$ cat config.mk
export PLATFORM = sky130hd
export DESIGN_NAME = irq_arbiter
export DESIGN_NICKNAME = d
export VERILOG_FILES = /design/src/rtl/irq_arb_pkg.sv /design/src/rtl/irq_vec_gather.sv /design/src/rtl/irq_pick.sv /design/src/rtl/irq_level_stack.sv /design/src/rtl/irq_arbiter.sv
export SDC_FILE = /design/constraint.sdc
export NUM_CORES = 1
export LEC_CHECK = 0
export BUFFER_PORTS_ARGS = -buffer_cell sky130_fd_sc_hd__buf_2
export CAP_MARGIN = 20
export CELL_PAD_IN_SITES_DETAIL_PLACEMENT = 2
export CELL_PAD_IN_SITES_GLOBAL_PLACEMENT = 2
export CORE_UTILIZATION = 28
export DETAILED_ROUTE_END_ITERATION = 7
export GPL_TIMING_DRIVEN = 0
export PLACE_DENSITY = 0.89
export SLEW_MARGIN = 20
export SYNTH_ARGS = -nofsm -noshare
export SYNTH_HDL_FRONTEND = slang
export SYNTH_SLANG_ARGS = --single-unit
$ cat constraint.sdc
create_clock -name clk -period 16.6 [get_ports clk]
set_clock_uncertainty 0.1 [all_clocks]
set_input_delay 3.32 -clock clk [delete_from_list [all_inputs] [get_ports clk]]
set_output_delay 3.32 -clock clk [all_outputs]
set_load 0.005 [all_outputs]
$ cat src/rtl/irq_arb_pkg.sv
package irq_arb_pkg;
  typedef logic [1:0] lvl_t;
  localparam lvl_t LV_BASE = 2'd0;
  localparam lvl_t LV_LOW  = 2'd1;
  localparam lvl_t LV_MID  = 2'd2;
  localparam lvl_t LV_TOP  = 2'd3;
endpackage

$ cat src/rtl/irq_vec_gather.sv
module irq_vec_gather
  import irq_arb_pkg::*;
#(
  parameter int NUM_SRC  = 21,
  parameter int NUM_VEC  = 10,
  parameter int NUM_XVEC = 2
) (
  input  logic [NUM_SRC-1:0]   src_req,
  input  logic [NUM_VEC-1:0]   vec_en,
  input  logic [NUM_VEC-1:0]   lvl_sel,
  output logic [NUM_VEC-1:0]   vec_pend,
  output logic [2*NUM_VEC-1:0] vec_lvl
);
  for (genvar v = 0; v < NUM_VEC; v++) begin : g_vec
    logic any_src;
    always_comb begin
      any_src = 1'b0;
      for (int s = 0; s < NUM_SRC; s++) begin
        if ((s % NUM_VEC) == v) any_src = any_src | src_req[s];
      end
    end
    assign vec_pend[v] = any_src & vec_en[v];

    if (v < NUM_XVEC) begin : g_top_capable
      assign vec_lvl[2*v +: 2] = lvl_sel[v] ? LV_TOP : LV_LOW;
    end else begin : g_mid_capable
      assign vec_lvl[2*v +: 2] = lvl_sel[v] ? LV_MID : LV_LOW;
    end
  end
endmodule

$ cat src/rtl/irq_pick.sv
module irq_pick
  import irq_arb_pkg::*;
#(
  parameter int NUM_VEC = 10,
  localparam int IDX_W  = $clog2(NUM_VEC)
) (
  input  logic [NUM_VEC-1:0]   vec_pend,
  input  logic [2*NUM_VEC-1:0] vec_lvl,
  input  lvl_t                 cur_level,
  output logic                 win_valid,
  output logic [IDX_W-1:0]     win_idx,
  output lvl_t                 win_lvl
);
  lvl_t best;
  lvl_t eff;
  always_comb begin
    best    = LV_BASE;
    win_idx = '0;
    eff     = LV_BASE;
    for (int v = 0; v < NUM_VEC; v++) begin
      eff = vec_pend[v] ? vec_lvl[2*v +: 2] : LV_BASE;
      // strict compare keeps the lowest index among equal levels
      if (eff > best) begin
        best    = eff;
        win_idx = IDX_W'(v);
      end
    end
    win_lvl   = best;
    win_valid = (best > cur_level);
  end
endmodule

$ cat src/rtl/irq_level_stack.sv
module irq_level_stack
  import irq_arb_pkg::*;
#(
  parameter int DEPTH = 3,
  localparam int PTR_W = $clog2(DEPTH + 1)
) (
  input  logic clk,
  input  logic rst,
  input  logic push,
  input  logic pop,
  input  lvl_t push_val,
  output lvl_t top_val,
  output logic empty
);
  lvl_t             mem [DEPTH];
  logic [PTR_W-1:0] ptr;

  always_ff @(posedge clk) begin
    if (push) mem[ptr[$clog2(DEPTH)-1:0]] <= push_val;
  end

  always_ff @(posedge clk) begin
    if (rst)       ptr <= '0;
    else if (push) ptr <= ptr + 1'b1;
    else if (pop)  ptr <= ptr - 1'b1;
  end

  assign empty   = (ptr == '0);
  assign top_val = empty ? LV_BASE : mem[ptr[$clog2(DEPTH)-1:0] - 1'b1];

  // the nesting rule never pushes past the stack depth
  p_no_overflow_r7: assert property (@(posedge clk) disable iff (rst)
    push |-> (ptr < PTR_W'(DEPTH)));
  // the owner never pops an empty stack
  p_no_underflow_r9: assert property (@(posedge clk) disable iff (rst)
    pop |-> !empty);
endmodule

$ cat src/rtl/irq_arbiter.sv
module irq_arbiter
  import irq_arb_pkg::*;
#(
  parameter int NUM_SRC   = 21,
  parameter int NUM_VEC   = 10,
  parameter int NUM_XVEC  = 2,
  parameter int STACK_DEP = 3,
  parameter int ADDR_W    = 8,
  parameter int VEC_BASE  = 3,
  parameter int VEC_STEP  = 8
) (
  input  logic               clk,
  input  logic               rst,
  input  logic [NUM_SRC-1:0] src_req,
  input  logic [NUM_VEC-1:0] vec_en,
  input  logic [NUM_VEC-1:0] lvl_sel,
  input  logic               gie,
  input  logic               reti,
  output logic               ack_o,
  output logic [ADDR_W-1:0]  vec_addr_o,
  output logic [1:0]         cur_level_o
);
  localparam int IDX_W = $clog2(NUM_VEC);
  localparam logic [ADDR_W-1:0] ADDR_LAST = ADDR_W'(VEC_BASE + VEC_STEP * (NUM_VEC - 1));

  logic [NUM_VEC-1:0]   vec_pend;
  logic [2*NUM_VEC-1:0] vec_lvl;
  logic                 win_valid;
  logic [IDX_W-1:0]     win_idx;
  lvl_t                 win_lvl;
  lvl_t                 cur_level;
  lvl_t                 stk_top;
  logic                 stk_empty;
  logic                 grant;
  logic                 do_pop;
  logic [ADDR_W-1:0]    addr_next;

  irq_vec_gather #(.NUM_SRC(NUM_SRC), .NUM_VEC(NUM_VEC), .NUM_XVEC(NUM_XVEC)) u_gather (
    .src_req (src_req),
    .vec_en  (vec_en),
    .lvl_sel (lvl_sel),
    .vec_pend(vec_pend),
    .vec_lvl (vec_lvl)
  );

  irq_pick #(.NUM_VEC(NUM_VEC)) u_pick (
    .vec_pend (vec_pend),
    .vec_lvl  (vec_lvl),
    .cur_level(cur_level),
    .win_valid(win_valid),
    .win_idx  (win_idx),
    .win_lvl  (win_lvl)
  );

  assign grant     = gie & win_valid & ~reti;
  assign do_pop    = reti & ~stk_empty;
  assign addr_next = ADDR_W'(VEC_BASE) + ADDR_W'(VEC_STEP) * ADDR_W'(win_idx);

  irq_level_stack #(.DEPTH(STACK_DEP)) u_stack (
    .clk     (clk),
    .rst     (rst),
    .push    (grant),
    .pop     (do_pop),
    .push_val(cur_level),
    .top_val (stk_top),
    .empty   (stk_empty)
  );

  always_ff @(posedge clk) begin
    if (rst) begin
      ack_o      <= 1'b0;
      vec_addr_o <= '0;
      cur_level  <= LV_BASE;
    end else begin
      ack_o <= grant;
      if (grant) begin
        vec_addr_o <= addr_next;
        cur_level  <= win_lvl;
      end else if (do_pop) begin
        cur_level  <= stk_top;
      end
    end
  end

  assign cur_level_o = cur_level;

  // a cleared global enable blocks the following grant
  p_gie_block_r8: assert property (@(posedge clk) disable iff (rst)
    !gie |=> !ack_o);
  // each grant strictly raises the level in service
  p_raise_r5: assert property (@(posedge clk) disable iff (rst)
    ack_o |-> (cur_level_o > $past(cur_level_o)));
  // a return cycle issues no grant
  p_reti_block_r9: assert property (@(posedge clk) disable iff (rst)
    reti |=> !ack_o);
  // a return from a nested level lowers the level
  p_pop_r7: assert property (@(posedge clk) disable iff (rst)
    (reti && cur_level_o != LV_BASE) |=> (cur_level_o < $past(cur_level_o)));
  // a granted address lies in the vector window
  p_addr_r3: assert property (@(posedge clk) disable iff (rst)
    ack_o |-> (vec_addr_o >= ADDR_W'(VEC_BASE) && vec_addr_o <= ADDR_LAST));
  // the same vector is never acknowledged in back-to-back cycles
  p_single_r10: assert property (@(posedge clk) disable iff (rst)
    ack_o |=> !(ack_o && vec_addr_o == $past(vec_addr_o)));
endmodule

==> impl_metrics.csv, run 1 <==
group,metric,value,unit
worst_setup_path,required,16630,ps
sta,hold_viol_final,0,
synthesis,synth_area_leader_cell,"ha_1",
synthesis,yosysTopAreaCellShare,23.70,%
floorplan,initial_core_util,29.76,%
clocking,cts_resized,0,
clocking,insertion_delay,250,ps
synthesis,ys_warn_count,0,
synthesis,syn_inst,213,
sta,period_needed,14720,ps
sta,max_slew_margin,51.68,%
floorplan,design.portCount,56,
routing,wl,4468,um
routing,drt-pass1-iter-count,4,
final_layout,area_growth,23.93,%
routing,num_vias,1649,
grt,grt_pass1_vias,1836,
worst_setup_path,worstPathMaxFanout,10,
worst_setup_path,max_stage_delay,430,ps
clocking,clkSinkCount,16,
floorplan,die_area,6347,um^2
floorplan,core_region_area,5675,um^2
clocking,clockBufferDepth,2,
pwr,p_leak,1.108,nW
final_layout,nets,349,
grt,grt_max_degree,11,
clocking,htreeDepth,1,
synthesis,synth_cell_types,45,
routing,post_drt_wl_per_cell,13.03,um
synthesis,synth_edf_count,6,
run,maxCapViolations,0,
grt,antenna_found_initial,0,
grt,grt_first_pass_wirelength,7603,um
min_path,min_path_type,"reg -> reg",
final_layout,fin_cells,343,
final_layout,layout-drive-gt1-share,27.68,%
clocking,clk_pin_slew_worst_paths,60,ps
synthesis,postSynthAreaPerCell,7.930,um^2
final_layout,regArea,380.4,um^2
clocking,ctsHoldBuffers,0,
routing,drc,0,
sta,final.setup.tns,0,ps
worst_setup_path,cp_data_arrival_time,14750,ps
pwr,worst_ir_drop_vdd,0.04053,mV
sta,post-route-period-util,88.68,%
final_layout,fillerInstances,714,
synthesis,synthArstFlopShare,0,%
routing,viasPerCell,4.808,
floorplan,fp.dieW,79.67,um
placement,place.gp.congestion,0.7453,
final_layout,n_antenna_cell,0,
synthesis,synth-main-ff-cell,"dfxtp_1",
sta,slew_viol_final,0,
outcome,status,"finished clean",
sta,max_freq,0.06793,GHz
sta,rsz0062_at_grt,"false",
placement,dp_cells,339,
sta,setup_viol_count_final,0,
synthesis,ys_ff_latch,16,
worst_setup_path,cp_slowest_cell,"o22ai_1",
synthesis,synthTopCellsByArea,"ha_1 (24%), dfxtp_1 (12%), edfxtp_1 (11%)",
worst_setup_path,crit_path_frequent_cell,"ha_1",
floorplan,num_rows,27,
synthesis,seq_area_frac_synth,22.52,%
routing,ant_nets,0,
floorplan,die_y,79.67,um
routing,drt_iter0_markers,27,
clocking,post-cts-setup-buffer-count,0,
grt,globalRouteTotalUtil,15.44,%
sta,worst_slew_pin_slew,720.0,ps
worst_setup_path,critPathLaunchType,"input pin",
pwr,power_density,103.9,nW/um^2
worst_setup_path,endpoint_kind,"flip-flop",
final_layout,multi_input_area,1147,um^2
clocking,cts_buffers,3,
placement,dp_hpwl,3946,um
placement,port_buffers,53,
clocking,cts_tree,"done",
synthesis,synth_area,1689,um^2
clocking,cts_root_buffer,"clkbuf_8",
worst_setup_path,worstSetupPathType,"in -> reg",
grt,grt_overflow,0,
==> cells by family (layout without fill, tap and decap cells) <==
| family | Yosys count | count (layout) | synth area share, % |
|---|---|---|---|
| flops | 16 | 16 | 22.52 |
| xor+xnor | 1 | 1 | 0.5186 |
| buf+inv | 41 | 98 | 9.777 |
| other cells | 1 | 2 | 0.2220 |
| mux | 3 | 3 | 1.778 |
| fa+ha+maj | 32 | 32 | 23.70 |
| simple gates | 70 | 70 | 21.26 |
| compound gates | 49 | 49 | 20.22 |
==> critical path, delay by kind of cell <==
family | cells | cell delay, ps
adder cells (fa/ha/maj) | 10 | 2620
AND/OR/NAND/NOR | 14 | 2580
XOR/XNOR | 1 | 210
multiplexers | 1 | 170
AO/OA/AOI/OAI | 20 | 4970
buffers and inverters | 9 | 850
==> through the flow <==
stage	utilization [%]	hold slack, ps	cell area (um^2)	power [mW]	setup WS, ps
2_1_floorplan	-	348.3	1693	0.1486	3475
3_3_place_gp	36.09	360.8	2048	0.1771	2103
3_5_place_dp	36.09	370.7	2048	0.1902	1515
4_1_cts	36.88	411.2	2093	0.2225	1727
5_1_grt	36.88	430.5	2093	0.2409	697.3
6_report	36.88	400.8	2093	0.2174	1879
==> worst paths after layout <==
| path | start | to | slack, ps | cells after the start |
|---|---|---|---|---|
| worst min-delay path | vec_addr_o[5] | vec_addr_o[5] | 400 | 2 |
| worst max register to register | cur_level_o[1] | u_stack.ptr[0] | 14370 | 8 |
| worst min register to register | vec_addr_o[5] | vec_addr_o[5] | 400 | 2 |
| worst max-delay path | src_req[11] | u_stack.ptr[0] | 1880 | 55 |
==> Yosys cell counts, types with 3 or more instances <==
cell	count
inv_1	36
ha_1	32
nor2_1	25
o21ai_0	14
or2_2	11
dfxtp_1	10
nand2_1	9
nand2b_1	7
edfxtp_1	6
o22ai_1	6
a21oi_1	5
a31oi_1	3
and2_1	3
buf_4	3
mux2i_1	3
nand3_1	3
nor2b_1	3
==> placed cells by master, fill, tap and decap left out, types with 2 or more instances in the layout <==
cell | netlist | layout
buf_2 | 0 | 53
inv_1 | 36 | 36
ha_1 | 32 | 32
nor2_1 | 25 | 25
o21ai_0 | 14 | 14
or2_2 | 11 | 11
dfxtp_1 | 10 | 10
nand2_1 | 9 | 9
nand2b_1 | 7 | 7
o22ai_1 | 6 | 6
edfxtp_1 | 6 | 6
a21oi_1 | 5 | 5
nand3_1 | 3 | 3
a31oi_1 | 3 | 3
mux2i_1 | 3 | 3
nor2b_1 | 3 | 3
and2_1 | 3 | 3
buf_4 | 3 | 3
clkbuf_8 | 0 | 3
o21ai_1 | 2 | 2
o21a_1 | 2 | 2
nor3_1 | 2 | 2
o31ai_1 | 2 | 2
clkbuf_1 | 1 | 2
o211ai_1 | 2 | 2
a21o_1 | 2 | 2
conb_1 | 1 | 2
==> registers in the layout, summed over array words and instances (netlist names) <==
name         flops
ack_o            1
cur_level_o      2
vec_addr_o       5
u_stack.mem      6
u_stack.ptr      2
==> power by group <==
group	switching (mW)	internal, mW	total [mW]
Combinational	0.0734	0.0552	0.129
Clock	0.0130	0.0170	0.0300
Sequential	0.00749	0.0513	0.0588
==> cell type report <==
| type | instances | area share [%] |
|---|---|---|
| multi-input combinational | 157 | 54.81 |
| clock buffer | 4 | 2.152 |
| inverter | 36 | 6.455 |
| tap | 72 | 4.304 |
| timing repair buffer | 53 | 12.67 |
| buffer | 5 | 1.435 |
| sequential | 16 | 18.17 |
==> layer usage <==
| metal | vias up | global-route usage [%] | share of wire, % |
|---|---|---|---|
| met3 | 5 | 2.171 | 4.1 |
| li1 | 831 | - | - |
| met1 | 778 | 15.00 | 39 |
| met2 | 35 | 32.05 | 55 |
| met5 | - | 0 | 0 |
| met4 | 0 | 5.455 | 1.3 |
Note: power is estimated with default switching activity, not from simulation.
==> run 2: changes to the inputs <==
==> constraint.sdc (replaced) <==
create_clock -name clk -period 14.6 [get_ports clk]
set_clock_uncertainty 0.1 [all_clocks]
set_input_delay 2.92 -clock clk [delete_from_list [all_inputs] [get_ports clk]]
set_output_delay 2.92 -clock clk [all_outputs]
set_load 0.005 [all_outputs]
==> impl_metrics.csv, run 2 (same netlist as run 1, synthesis figures left out) <==
group,metric,value,unit
sta,post-route-period-util,91.80,%
routing,num_vias,1654,
final_layout,final_util,37.46,%
grt,grt_max_degree,11,
clocking,cts_tree,"done",
grt,grt_pass1_vias,1836,
final_layout,final_common_cell,"buf_2",
floorplan,num_rows,27,
clocking,cts_resized,0,
floorplan,core_region_area,5675,um^2
worst_setup_path,reg2reg_from,"cur_level_o[1]",
placement,placed_cell_area,2048,um^2
worst_setup_path,max_stage_delay,380,ps
clocking,htreeDepth,1,
clocking,clk_pin_slew_worst_paths,60,ps
final_layout,fillerInstances,709,
worst_setup_path,worstPathMaxFanout,10,
clocking,ctsHoldBuffers,0,
sta,final.setup.tns,0,ps
floorplan,die_area,6347,um^2
grt,grt_overflow,0,
sta,rsz0062_at_grt,"false",
worst_setup_path,required,14630,ps
min_path,min-delay-start,"vec_addr_o[5]",
routing,post_drt_wl_per_cell,13.18,um
grt,use_met3,2.171,%
clocking,post-cts-setup-buffer-count,0,
pwr,p_total,251.9,uW
grt,grt.busiest_layer,"met2",
final_layout,mostFrequentLayoutCells,"buf_2 (53), inv_1 (36), ha_1 (32)",
grt,antenna_found_initial,0,
worst_setup_path,cp_data_arrival_time,13430,ps
sta,max_freq,0.07461,GHz
pwr,worst_ir_drop_vdd,0.04609,mV
routing,viasPerCell,4.836,
grt,grt_first_pass_wirelength,7603,um
grt,globalRouteTotalUtil,15.44,%
final_layout,area_growth,25.85,%
sta,slew_viol_final,0,
worst_setup_path,crit_path_frequent_cell,"ha_1",
outcome,status,"finished clean",
floorplan,die_y,79.67,um
sta,setup_viol_count_final,0,
floorplan,initial_core_util,29.76,%
sta,holdWs,402.1,ps
clocking,cts_buffers,3,
grt,grtUsageMet2,32.05,%
floorplan,fp.dieW,79.67,um
clocking,insertion_delay,250,ps
worst_setup_path,startpoint,"src_req[11]",
final_layout,finalInstanceArea,2126,um^2
final_layout,largest_register_ffs,6,
clocking,cts_root_buffer,"clkbuf_8",
clocking,clkSinkCount,16,
worst_setup_path,worstSetupPathType,"in -> reg",
sta,hold_viol_final,0,
sta,period_needed,13400,ps
final_layout,nets,348,
floorplan,design.portCount,56,
routing,ant_nets,0,
routing,drc,0,
routing,drt_iter0_markers,37,
pwr,p_leak,1.124,nW
pwr,power_density,118.5,nW/um^2
min_path,min_path_type,"reg -> reg",
clocking,clockBufferDepth,2,
worst_setup_path,critPathLaunchType,"input pin",
routing,wl,4509,um
placement,place.gp.congestion,0.7453,
placement,port_buffers,53,
worst_setup_path,endpoint_kind,"flip-flop",
run,maxCapViolations,0,
worst_setup_path,cp_slowest_cell,"or3_1",
routing,drt-pass1-iter-count,4,
placement,dp_hpwl,3946,um
final_layout,layout-drive-gt1-share,30.37,%
grt,met1_usage,15.00,%
final_layout,n_antenna_cell,0,
-- run 2: changes by cell type in the layout (fill, tap and decap cells not counted), sizes merged --
cell / before / now
clkbuf: 5 / 4
-- run 2: layer usage --
metal,vias up,share of wire [%]
met2,35,55
met4,0,1.4
met1,784,39
met3,5,4.1
met5,-,0
li1,830,-
-- run 2: critical path: cells and delay by family --
kind	cells	cell delay (ps)
fa+ha+maj	10	2640
compound gates	20	4310
buf+inv	8	520
mux	1	270
simple gates	14	2520
xor+xnor	1	200
-- run 2: report_power, final --
part           total, mW  leakage, nW  internal [mW]  switching [mW]
sequential        0.0669        0.138         0.0583         0.00858
clock             0.0342       0.0228         0.0194          0.0149
combinational      0.151        0.963         0.0647          0.0860
-- run 2: final cells by class --
type / instances / area [um^2] / area share (%)
multi-input cells: 157 / 1184 / 55.68
clock buffers: 4 / 45.04 / 2.119
flip-flops and latches: 16 / 380.4 / 17.89
plain buffers: 4 / 26.28 / 1.236
repair buffers: 53 / 265.3 / 12.48
inverters: 36 / 135.1 / 6.357
well taps: 72 / 90.09 / 4.238
-- run 2: metrics by stage --
step	cells	setup WS, ps
detailed placement	339	-84.76
CTS	343	127.0
global route	342	190.0
floorplan	214	1875
finish	342	1198
global placement	339	503.1
-- run 2: path summary, 6_finish.rpt --
path / cells past startpoint / slack [ps] / to
setup reg to reg: 7 / 12560 / u_stack.ptr[0]
hold / removal: 2 / 400 / vec_addr_o[5]
hold reg to reg: 2 / 400 / vec_addr_o[5]
setup / recovery: 54 / 1200 / u_stack.ptr[0]
